File: src/rtl/mwmac_pkg.sv
package mwmac_pkg;

    localparam int ADDR_W   = 5;
    localparam int DATA_W   = 16;
    localparam int RES_W    = 64;
    localparam int CNT_W    = 4;
    localparam int N_TRACK  = 5;   // four result words plus the carry flag

    typedef enum logic [1:0] {
        OP_MUL_U = 2'd0,
        OP_MUL_S = 2'd1,
        OP_MAC_U = 2'd2,
        OP_MAC_S = 2'd3
    } op_kind_e;

    localparam logic [ADDR_W-1:0] A_OP2     = 5'd4;
    localparam logic [ADDR_W-1:0] A_CLO     = 5'd5;
    localparam logic [ADDR_W-1:0] A_CHI     = 5'd6;
    localparam logic [ADDR_W-1:0] A_CEXT    = 5'd7;
    localparam logic [ADDR_W-1:0] A_OP1_HI  = 5'd12;
    localparam logic [ADDR_W-1:0] A_OP2_LO  = 5'd13;
    localparam logic [ADDR_W-1:0] A_OP2_HI  = 5'd14;
    localparam logic [ADDR_W-1:0] A_RW0     = 5'd16;
    localparam logic [ADDR_W-1:0] A_RW1     = 5'd17;
    localparam logic [ADDR_W-1:0] A_RW2     = 5'd18;
    localparam logic [ADDR_W-1:0] A_RW3     = 5'd19;
    localparam logic [ADDR_W-1:0] A_CARRY   = 5'd20;

    typedef logic [N_TRACK-1:0][CNT_W-1:0] sched_t;

    function automatic logic is_signed(input op_kind_e k);
        return k[0];
    endfunction

    function automatic logic is_accum(input op_kind_e k);
        return k[1];
    endfunction

    // Byte writes extend their low byte to a 16-bit half.
    function automatic logic [DATA_W-1:0] ext_half(input logic [DATA_W-1:0] d,
                                                   input logic byte_wr,
                                                   input logic sg);
        return byte_wr ? {{8{sg & d[7]}}, d[7:0]} : d;
    endfunction

    // Ready deadlines: index 0..3 result words, 4 carry flag.
    function automatic sched_t sched_lookup(input logic w1_wide,
                                            input logic w2_wide,
                                            input logic hi_phase);
        int     t [N_TRACK];
        sched_t s;
        case ({w2_wide, hi_phase, w1_wide})
            3'b001:  t = '{3, 5, 6, 7, 7};
            3'b100:  t = '{3, 5, 6, 7, 7};
            3'b101:  t = '{3, 8, 10, 11, 11};
            3'b110:  t = '{3, 4, 4, 4, 4};
            3'b111:  t = '{3, 5, 6, 6, 6};
            default: t = '{3, 3, 4, 4, 3};
        endcase
        for (int i = 0; i < N_TRACK; i++) s[i] = CNT_W'(t[i]);
        return s;
    endfunction

    function automatic logic [CNT_W-1:0] cnt_max(input logic [CNT_W-1:0] a,
                                                 input logic [CNT_W-1:0] b);
        return (a > b) ? a : b;
    endfunction

endpackage

File: src/rtl/mwmac_regif.sv
module mwmac_regif
    import mwmac_pkg::*;
(
    input  logic              clk,
    input  logic              rst,
    input  logic              wr_en,
    input  logic              wr_byte,
    input  logic [ADDR_W-1:0] addr,
    input  logic [DATA_W-1:0] wdata,
    output logic [31:0]       op1,
    output logic [31:0]       op2,
    output op_kind_e          kind,
    output logic              op1_wide,
    output logic              await_hi,
    output logic              start,
    output logic              start_wide,
    output logic              hi_load
);

    logic              sel_op1_n;
    logic              sel_op1_w;
    logic              cur_sg;
    logic              new_sg;
    logic [DATA_W-1:0] half_cur;
    logic [DATA_W-1:0] half_new;

    assign sel_op1_n  = (addr[4:2] == 3'b000);
    assign sel_op1_w  = (addr[4:2] == 3'b010);
    assign cur_sg     = is_signed(kind);
    assign new_sg     = addr[0];
    assign half_cur   = ext_half(wdata, wr_byte, cur_sg);
    assign half_new   = ext_half(wdata, wr_byte, new_sg);

    assign start      = wr_en && ((addr == A_OP2) || (addr == A_OP2_LO));
    assign start_wide = (addr == A_OP2_LO);
    assign hi_load    = wr_en && (addr == A_OP2_HI);

    always_ff @(posedge clk) begin
        if (rst) begin
            op1      <= '0;
            op2      <= '0;
            kind     <= OP_MUL_U;
            op1_wide <= 1'b0;
            await_hi <= 1'b0;
        end else if (wr_en) begin
            if (sel_op1_n) begin
                kind     <= op_kind_e'(addr[1:0]);
                op1      <= {{16{new_sg & half_new[15]}}, half_new};
                op1_wide <= 1'b0;
            end else if (sel_op1_w) begin
                kind     <= op_kind_e'(addr[1:0]);
                op1      <= {16'h0000, wdata};
                op1_wide <= 1'b1;
            end else if (addr == A_OP1_HI) begin
                op1[31:16] <= half_cur;
            end else if (addr == A_OP2) begin
                op2      <= {{16{cur_sg & half_cur[15]}}, half_cur};
                await_hi <= 1'b0;
            end else if (addr == A_OP2_LO) begin
                op2      <= {16'h0000, wdata};
                await_hi <= 1'b1;
            end else if (addr == A_OP2_HI) begin
                op2[31:16] <= half_cur;
                await_hi   <= 1'b0;
            end
        end
    end

endmodule

File: src/rtl/mwmac_engine.sv
module mwmac_engine
    import mwmac_pkg::*;
(
    input  logic             clk,
    input  logic             rst,
    input  logic             start,
    input  logic             start_wide,
    input  logic             hi_load,
    input  op_kind_e         kind,
    input  logic [31:0]      op1,
    input  logic [31:0]      op2,
    input  logic             op1_wide,
    output logic [RES_W-1:0] res,
    output logic             carry,
    output logic             run_signed,
    output logic [3:0]       pend
);

    op_kind_e          run_kind;
    logic              run_w1;
    logic              run_w2;
    logic [RES_W-1:0]  base;
    logic [RES_W-1:0]  pacc;
    logic [RES_W:0]    total;
    logic [1:0]        sel;
    logic              sg;
    logic signed [16:0] pa;
    logic signed [16:0] pb;
    logic signed [33:0] pp;
    logic [RES_W-1:0]  pext;
    logic [RES_W-1:0]  pshift;
    logic [3:0]        done_bit;
    logic [3:0]        add_bits;

    assign sg = is_signed(run_kind);

    // Lowest pending partial product goes first.
    always_comb begin
        if (pend[0])      sel = 2'd0;
        else if (pend[1]) sel = 2'd1;
        else if (pend[2]) sel = 2'd2;
        else              sel = 2'd3;
    end

    always_comb begin
        if (sel[0]) pa = {sg & op1[31], op1[31:16]};
        else        pa = {~run_w1 & sg & op1[15], op1[15:0]};
        if (sel[1]) pb = {sg & op2[31], op2[31:16]};
        else        pb = {~run_w2 & sg & op2[15], op2[15:0]};
        pp   = pa * pb;
        pext = {{(RES_W-34){pp[33]}}, pp};
        case (sel)
            2'd0:    pshift = pext;
            2'd3:    pshift = pext << 32;
            default: pshift = pext << 16;
        endcase
    end

    assign done_bit = (|pend) ? (4'b0001 << sel) : 4'b0000;
    assign add_bits = hi_load ? {op1_wide, 1'b1, 2'b00} : 4'b0000;

    assign total      = {1'b0, base} + {1'b0, pacc};
    assign res        = total[RES_W-1:0];
    assign carry      = total[RES_W];
    assign run_signed = sg;

    always_ff @(posedge clk) begin
        if (rst) begin
            run_kind <= OP_MUL_U;
            run_w1   <= 1'b0;
            run_w2   <= 1'b0;
            base     <= '0;
            pacc     <= '0;
            pend     <= '0;
        end else if (start) begin
            run_kind <= kind;
            run_w1   <= op1_wide;
            run_w2   <= start_wide;
            base     <= is_accum(kind) ? res : '0;
            pacc     <= '0;
            pend     <= {2'b00, op1_wide, 1'b1};
        end else begin
            if (|pend) pacc <= pacc + pshift;
            pend <= (pend & ~done_bit) | add_bits;
        end
    end

    AST_MUL_CARRY_CLEAR: assert property (@(posedge clk) disable iff (rst)
        !is_accum(run_kind) |-> !carry);

endmodule

File: src/rtl/mwmac_ready.sv
module mwmac_ready
    import mwmac_pkg::*;
(
    input  logic               clk,
    input  logic               rst,
    input  logic               start,
    input  logic               start_wide,
    input  logic               hi_load,
    input  logic               op1_wide,
    input  logic               await_hi,
    output logic [N_TRACK-1:0] rdy
);

    logic [N_TRACK-1:0][CNT_W-1:0] cnt;
    logic [N_TRACK-1:0][CNT_W-1:0] dec;
    sched_t                        lo_sched;
    sched_t                        hi_sched;

    assign lo_sched = sched_lookup(op1_wide, start_wide, 1'b0);
    assign hi_sched = sched_lookup(op1_wide, 1'b1, 1'b1);

    genvar gi;
    generate
        for (gi = 0; gi < N_TRACK; gi++) begin : g_trk
            assign dec[gi] = (cnt[gi] == '0) ? '0 : cnt[gi] - 1'b1;
            assign rdy[gi] = (cnt[gi] == '0) && !await_hi;

            always_ff @(posedge clk) begin
                if (rst)          cnt[gi] <= '0;
                else if (start)   cnt[gi] <= lo_sched[gi];
                else if (hi_load) cnt[gi] <= cnt_max(dec[gi], hi_sched[gi]);
                else              cnt[gi] <= dec[gi];
            end
        end
    endgenerate

    AST_RESET_ALL_READY: assert property (@(posedge clk) disable iff (rst)
        $fell(rst) |-> (&rdy));
    AST_START_HIDES_WORDS: assert property (@(posedge clk) disable iff (rst)
        start |=> (rdy == '0));

endmodule

File: src/rtl/mw_mac_unit.sv
module mw_mac_unit
    import mwmac_pkg::*;
(
    input  logic              clk,
    input  logic              rst,
    input  logic              wr_en,
    input  logic              wr_byte,
    input  logic [ADDR_W-1:0] addr,
    input  logic [DATA_W-1:0] wdata,
    input  logic              rd_en,
    output logic [DATA_W-1:0] rd_data,
    output logic              rd_wait
);

    logic [31:0]        op1;
    logic [31:0]        op2;
    op_kind_e           kind;
    logic               op1_wide;
    logic               await_hi;
    logic               start;
    logic               start_wide;
    logic               hi_load;
    logic [RES_W-1:0]   res;
    logic               carry;
    logic               run_signed;
    logic [3:0]         pend;
    logic [N_TRACK-1:0] rdy;
    logic               word_ok;
    logic [DATA_W-1:0]  ext_word;

    mwmac_regif u_regif (
        .clk(clk), .rst(rst), .wr_en(wr_en), .wr_byte(wr_byte),
        .addr(addr), .wdata(wdata), .op1(op1), .op2(op2), .kind(kind),
        .op1_wide(op1_wide), .await_hi(await_hi), .start(start),
        .start_wide(start_wide), .hi_load(hi_load)
    );

    mwmac_engine u_engine (
        .clk(clk), .rst(rst), .start(start), .start_wide(start_wide),
        .hi_load(hi_load), .kind(kind), .op1(op1), .op2(op2),
        .op1_wide(op1_wide), .res(res), .carry(carry),
        .run_signed(run_signed), .pend(pend)
    );

    mwmac_ready u_ready (
        .clk(clk), .rst(rst), .start(start), .start_wide(start_wide),
        .hi_load(hi_load), .op1_wide(op1_wide), .await_hi(await_hi),
        .rdy(rdy)
    );

    assign ext_word = run_signed ? {DATA_W{res[31]}} : {{(DATA_W-1){1'b0}}, carry};

    always_comb begin
        rd_data = '0;
        word_ok = 1'b1;
        case (addr)
            A_RW0, A_CLO: begin rd_data = res[15:0];  word_ok = rdy[0]; end
            A_RW1, A_CHI: begin rd_data = res[31:16]; word_ok = rdy[1]; end
            A_RW2:        begin rd_data = res[47:32]; word_ok = rdy[2]; end
            A_RW3:        begin rd_data = res[63:48]; word_ok = rdy[3]; end
            A_CEXT:       begin rd_data = ext_word;   word_ok = rdy[1] & rdy[4]; end
            A_CARRY:      begin rd_data = {{(DATA_W-1){1'b0}}, carry}; word_ok = rdy[4]; end
            default:      begin rd_data = '0;         word_ok = 1'b1; end
        endcase
    end

    assign rd_wait = rd_en && !word_ok;

    AST_LOW_WORD_SETTLED: assert property (@(posedge clk) disable iff (rst)
        rdy[0] |-> !pend[0]);
    AST_TOP_WORD_SETTLED: assert property (@(posedge clk) disable iff (rst)
        rdy[3] |-> (pend == 4'b0000));

endmodule

File: config.mk
export PLATFORM = sky130hd
export DESIGN_NAME = mw_mac_unit
export DESIGN_NICKNAME = d
export VERILOG_FILES = /design/src/rtl/mwmac_pkg.sv /design/src/rtl/mwmac_regif.sv /design/src/rtl/mwmac_engine.sv /design/src/rtl/mwmac_ready.sv /design/src/rtl/mw_mac_unit.sv
export SDC_FILE = /design/constraint.sdc
export NUM_CORES = 2
export LEC_CHECK = 0
export BUFFER_PORTS_ARGS = -buffer_cell sky130_fd_sc_hd__buf_2
export CAP_MARGIN = 10
export CORE_UTILIZATION = 30
export DETAILED_ROUTE_END_ITERATION = 6
export PLACE_DENSITY = 0.55
export SYNTH_ARGS = -nofsm -noshare
export SYNTH_HDL_FRONTEND = slang
export SYNTH_SLANG_ARGS = --single-unit
export TNS_END_PERCENT = 5
File: constraint.sdc
create_clock -name clk -period 10.3 [get_ports clk]
set_clock_uncertainty 0.15 [all_clocks]
set_input_delay 2.06 -clock clk [delete_from_list [all_inputs] [get_ports clk]]
set_output_delay 2.06 -clock clk [all_outputs]
set_load 0.005 [all_outputs]
==> flow_summary.json <==
{
  "result_of_the_run": "complete, but fails checks",
  "failed_checks": "negative setup slack",
  "critical_path_peak_fanout": 5,
  "floorplan.core_area_sq_um": 91900,
  "reg2reg_to": "u_engine.pacc[63]",
  "nets": 4285,
  "grt_first_pass_wirelength_mm": 145,
  "vias": 25500,
  "detail_route.wl_per_cell_um": 18.6,
  "ys_dominant_reg_cell": "sky130_fd_sc_hd__dfxtp_1",
  "number_of_enable_type_register_cells_in_the_synthesized_netlist": 0,
  "cts_made_buffers": 30,
  "setup_violations": 1,
  "globalRoute.totalOverflow": 0,
  "synth_warnings": 0,
  "clk_latency_ns": 0.59,
  "root_buf_cell": "sky130_fd_sc_hd__clkbuf_16",
  "place_area_sq_um": 31500,
  "fp.dieArea_sq_um": 94400,
  "cts_clk_pin_slew_worst_paths_ns": 0.07,
  "drc": 0,
  "initial_utilization": 0.304,
  "ioPinCount": 43,
  "clock.fmax_ghz": 0.0971,
  "antenna_found_initial": 0,
  "fin_area_sq_um": 33200,
  "ir_worst_vdd_mv": 0.119,
  "rows": 111,
  "worst_r2r_path_depth": 42,
  "drt_first_iter_violations": 1972,
  "number_of_diodes": 0,
  "tritoncts_num_sinks": 223,
  "power-per-cell-area_nw_per_um2": 72.5,
  "worstMarginPinSlew_ns": 1.12,
  "die-width_um": 307,
  "hold-worst-slack_ns": 0.311,
  "ys_seq_elements": 223,
  "critical_path_required_ns": 10.67,
  "detailedPlace.worstSlack_ns": -0.446,
  "post_syn_instances": 3503,
  "period_share": 1.00,
  "timing.critical_path.arrival_ns": 10.67,
  "critPathCaptureType": "register",
  "cp-start-kind": "register",
  "worst_path_slowest_cell": "sky130_fd_sc_hd__or4_4",
  "dr.pass1.iters": 5,
  "ctsHtreeMaxLevel": 1,
  "replace_congestion": 0.935,
  "synth.yosys.seq_area_share": 0.160,
  "grt_setup_unrepaired": "true",
  "reg2reg_slack_ns": -0.0003,
  "synth_nets": 4050,
  "totalWireLength_mm": 92.9,
  "startpoint": "u_engine.pend[1]",
  "largest_net_degree_at_the_start_of_global_routing": 91,
  "yosys.cell_types.count": 82,
  "max_slew_margin": 0.248,
  "final_layout_size_suffix_gt1_frac": 0.150,
  "flow.area_growth_from_synthesis_pct": 18.9,
  "worstHoldPathType": "reg -> reg",
  "viasPerCell": 5.10,
  "postSynth.asyncResetShare": 0,
  "grt_pass1_vias": 24800,
  "syn-mean-instance-area_sq_um": 7.98,
  "timing.max_cap.violations": 0,
  "cts-hold-fix-buffers": 0,
  "die_height_um": 307,
  "timing.final.ws_setup_ns": -0.000266,
  "synth.cell_area_sq_um": 28000,
  "clock_path_buffers": 3,
  "layout_min_cycle_time_ns": 10.30,
  "final_core_util": 0.361,
  "critical-path-max-stage-delay_ns": 0.58,
  "timing_hold_violations_final": 0,
  "cellLeakagePower_nw": 15.9,
  "crit_type": "reg -> reg",
  "overall_global_routing_usage": 0.194,
  "route.antenna.remaining_nets": 0,
  "tritoncts": "built",
  "crit-reg2reg-launch": "u_engine.pend[1]",
  "critical_path.endpoint": "u_engine.pacc[63]",
  "io_buffer_count": 42,
  "dp_hpwl_mm": 76.0,
  "slew_violations": 0
}
==> per-stage QoR <==
stage	cells	TNS (ns)	total power, mW
after floorplan	3503	-0.00260	1.11
after global placement	4921	-0.780	1.26
after detailed placement	4921	-2.83	1.27
after CTS	4982	0	2.41
after global routing	5004	-1.66	2.50
final	5004	-0.000266	2.41
==> final cells by class <==
cell class / instances / area (sq um)
timing repair buffer: 361 / 2740
inverter: 390 / 1460
clock inverter: 18 / 250
fill: 9704 / 58700
multi-input combinational: 2732 / 21900
sequential: 223 / 4470
tap: 1243 / 1560
clock buffer: 37 / 818
==> Yosys cell counts, types with 13 or more instances <==
library cell,number,area (sq um)
sky130_fd_sc_hd__ha_1,223,2790
sky130_fd_sc_hd__a21o_1,98,736
sky130_fd_sc_hd__a21oi_1,321,1610
sky130_fd_sc_hd__dfxtp_1,223,4460
sky130_fd_sc_hd__nor3_1,54,270
sky130_fd_sc_hd__a221oi_1,13,114
sky130_fd_sc_hd__o21a_1,27,203
sky130_fd_sc_hd__and3_1,24,150
sky130_fd_sc_hd__a31oi_1,29,181
sky130_fd_sc_hd__nand2b_1,25,156
sky130_fd_sc_hd__clkbuf_1,140,526
sky130_fd_sc_hd__a211oi_1,52,390
sky130_fd_sc_hd__a22o_1,66,578
sky130_fd_sc_hd__mux2i_1,33,330
sky130_fd_sc_hd__xor2_1,49,429
sky130_fd_sc_hd__nand3_1,46,230
sky130_fd_sc_hd__a221o_1,18,180
sky130_fd_sc_hd__o211ai_1,20,150
sky130_fd_sc_hd__nand2_1,461,1730
sky130_fd_sc_hd__and2_1,30,188
sky130_fd_sc_hd__nor2b_1,33,206
sky130_fd_sc_hd__o21bai_1,27,203
sky130_fd_sc_hd__o21ai_0,127,636
sky130_fd_sc_hd__nor2_1,334,1250
sky130_fd_sc_hd__xnor2_1,90,788
sky130_fd_sc_hd__o31ai_1,13,97.6
sky130_fd_sc_hd__mux2_2,30,338
sky130_fd_sc_hd__nand4_1,29,181
sky130_fd_sc_hd__fa_1,298,5970
sky130_fd_sc_hd__inv_1,389,1460
==> cell usage in the layout, fill, tap and decap left out, types with 9 or more instances in the layout <==
cell type	n
sky130_fd_sc_hd__a21oi_1	314
sky130_fd_sc_hd__nor2_1	328
sky130_fd_sc_hd__and3_1	22
sky130_fd_sc_hd__o21ai_1	12
sky130_fd_sc_hd__ha_1	212
sky130_fd_sc_hd__ha_4	9
sky130_fd_sc_hd__buf_2	42
sky130_fd_sc_hd__a21o_1	98
sky130_fd_sc_hd__o211ai_1	20
sky130_fd_sc_hd__xor2_1	49
sky130_fd_sc_hd__a31oi_1	29
sky130_fd_sc_hd__inv_1	376
sky130_fd_sc_hd__nand2_1	455
sky130_fd_sc_hd__inv_2	14
sky130_fd_sc_hd__or3_1	11
sky130_fd_sc_hd__a221oi_1	12
sky130_fd_sc_hd__o21ai_0	121
sky130_fd_sc_hd__o21a_1	27
sky130_fd_sc_hd__a221o_1	18
sky130_fd_sc_hd__and4_1	11
sky130_fd_sc_hd__nor3_1	51
sky130_fd_sc_hd__mux2i_1	24
sky130_fd_sc_hd__nand4_1	29
sky130_fd_sc_hd__dfxtp_1	220
sky130_fd_sc_hd__xnor2_1	87
sky130_fd_sc_hd__o31ai_1	12
sky130_fd_sc_hd__or2_2	9
sky130_fd_sc_hd__a22o_1	66
sky130_fd_sc_hd__nand2b_1	24
sky130_fd_sc_hd__a211oi_1	49
sky130_fd_sc_hd__mux2_2	26
sky130_fd_sc_hd__fa_1	292
sky130_fd_sc_hd__and2_1	29
sky130_fd_sc_hd__clkbuf_16	32
sky130_fd_sc_hd__buf_6	12
sky130_fd_sc_hd__buf_4	300
sky130_fd_sc_hd__nand3_1	45
sky130_fd_sc_hd__o21bai_1	27
sky130_fd_sc_hd__nor2b_1	32
==> timing repair <==
item	in CTS	in global routing
setup buffers	6	22
resized for setup	8	100
pin swaps	3	87
cloned	0	1
endpoints found under the setup margin	12	21
==> cell families (layout without fill, tap and decap cells) <==
family	after synthesis	after routing	share of synthesized area
adders and majority gates	522	522	0.314
buffers and inverters	548	806	0.0740
AOI/OAI and AO/OA	902	902	0.210
and+or+nand+nor	1106	1106	0.175
muxes	63	63	0.0239
xor gates and xnor gates	139	139	0.0436
DFF	223	223	0.160
==> worst min path at each step <==
stage                     cells past startpoint                end              start
after global routing                          2  u_engine.base[12]  u_engine.base[12]
after floorplan                               2  u_engine.base[12]  u_engine.base[12]
after detailed placement                      2  u_engine.base[12]  u_engine.base[12]
after CTS                                     2  u_engine.base[12]  u_engine.base[12]
final                                         2  u_engine.base[58]  u_engine.base[58]
after global placement                        2  u_engine.base[39]  u_engine.base[39]
==> flip-flops by register name, summed over array words and instances (netlist names), 2 cells and up <==
signal,cells
u_regif.op1,32
u_ready.cnt,20
u_regif.op2,32
u_engine.pend,4
u_engine.pacc,64
u_engine.base,64
u_regif.kind,2
==> per-layer routing <==
metal  vias to the layer above  global-route usage  routed length [um]
met5                         -                   0                   0
met4                         0              0.0403                2030
met3                       105              0.0262                5480
met2                       653               0.304               41100
met1                     12400               0.281               44300
li1                      12400                   -                   -
==> worst max-delay path, delay by kind of cell (launching register included) <==
kind | cells | cell delay, ns
AOI/OAI and AO/OA | 12 | 2.69
xor gates and xnor gates | 2 | 0.23
adders and majority gates | 8 | 3.28
buffers and inverters | 11 | 1.19
DFF | 1 | 0.36
muxes | 1 | 0.25
and+or+nand+nor | 8 | 2.07
==> power by group <==
| group | switching (mW) | internal, mW | leakage (nW) |
|---|---|---|---|
| sequential | 0.0177 | 0.876 | 1.80 |
| clock | 0.451 | 0.692 | 0.505 |
| combinational | 0.234 | 0.139 | 13.5 |
| total | 0.702 | 1.71 | 15.9 |
Note: power is estimated with default switching activity, not from simulation.
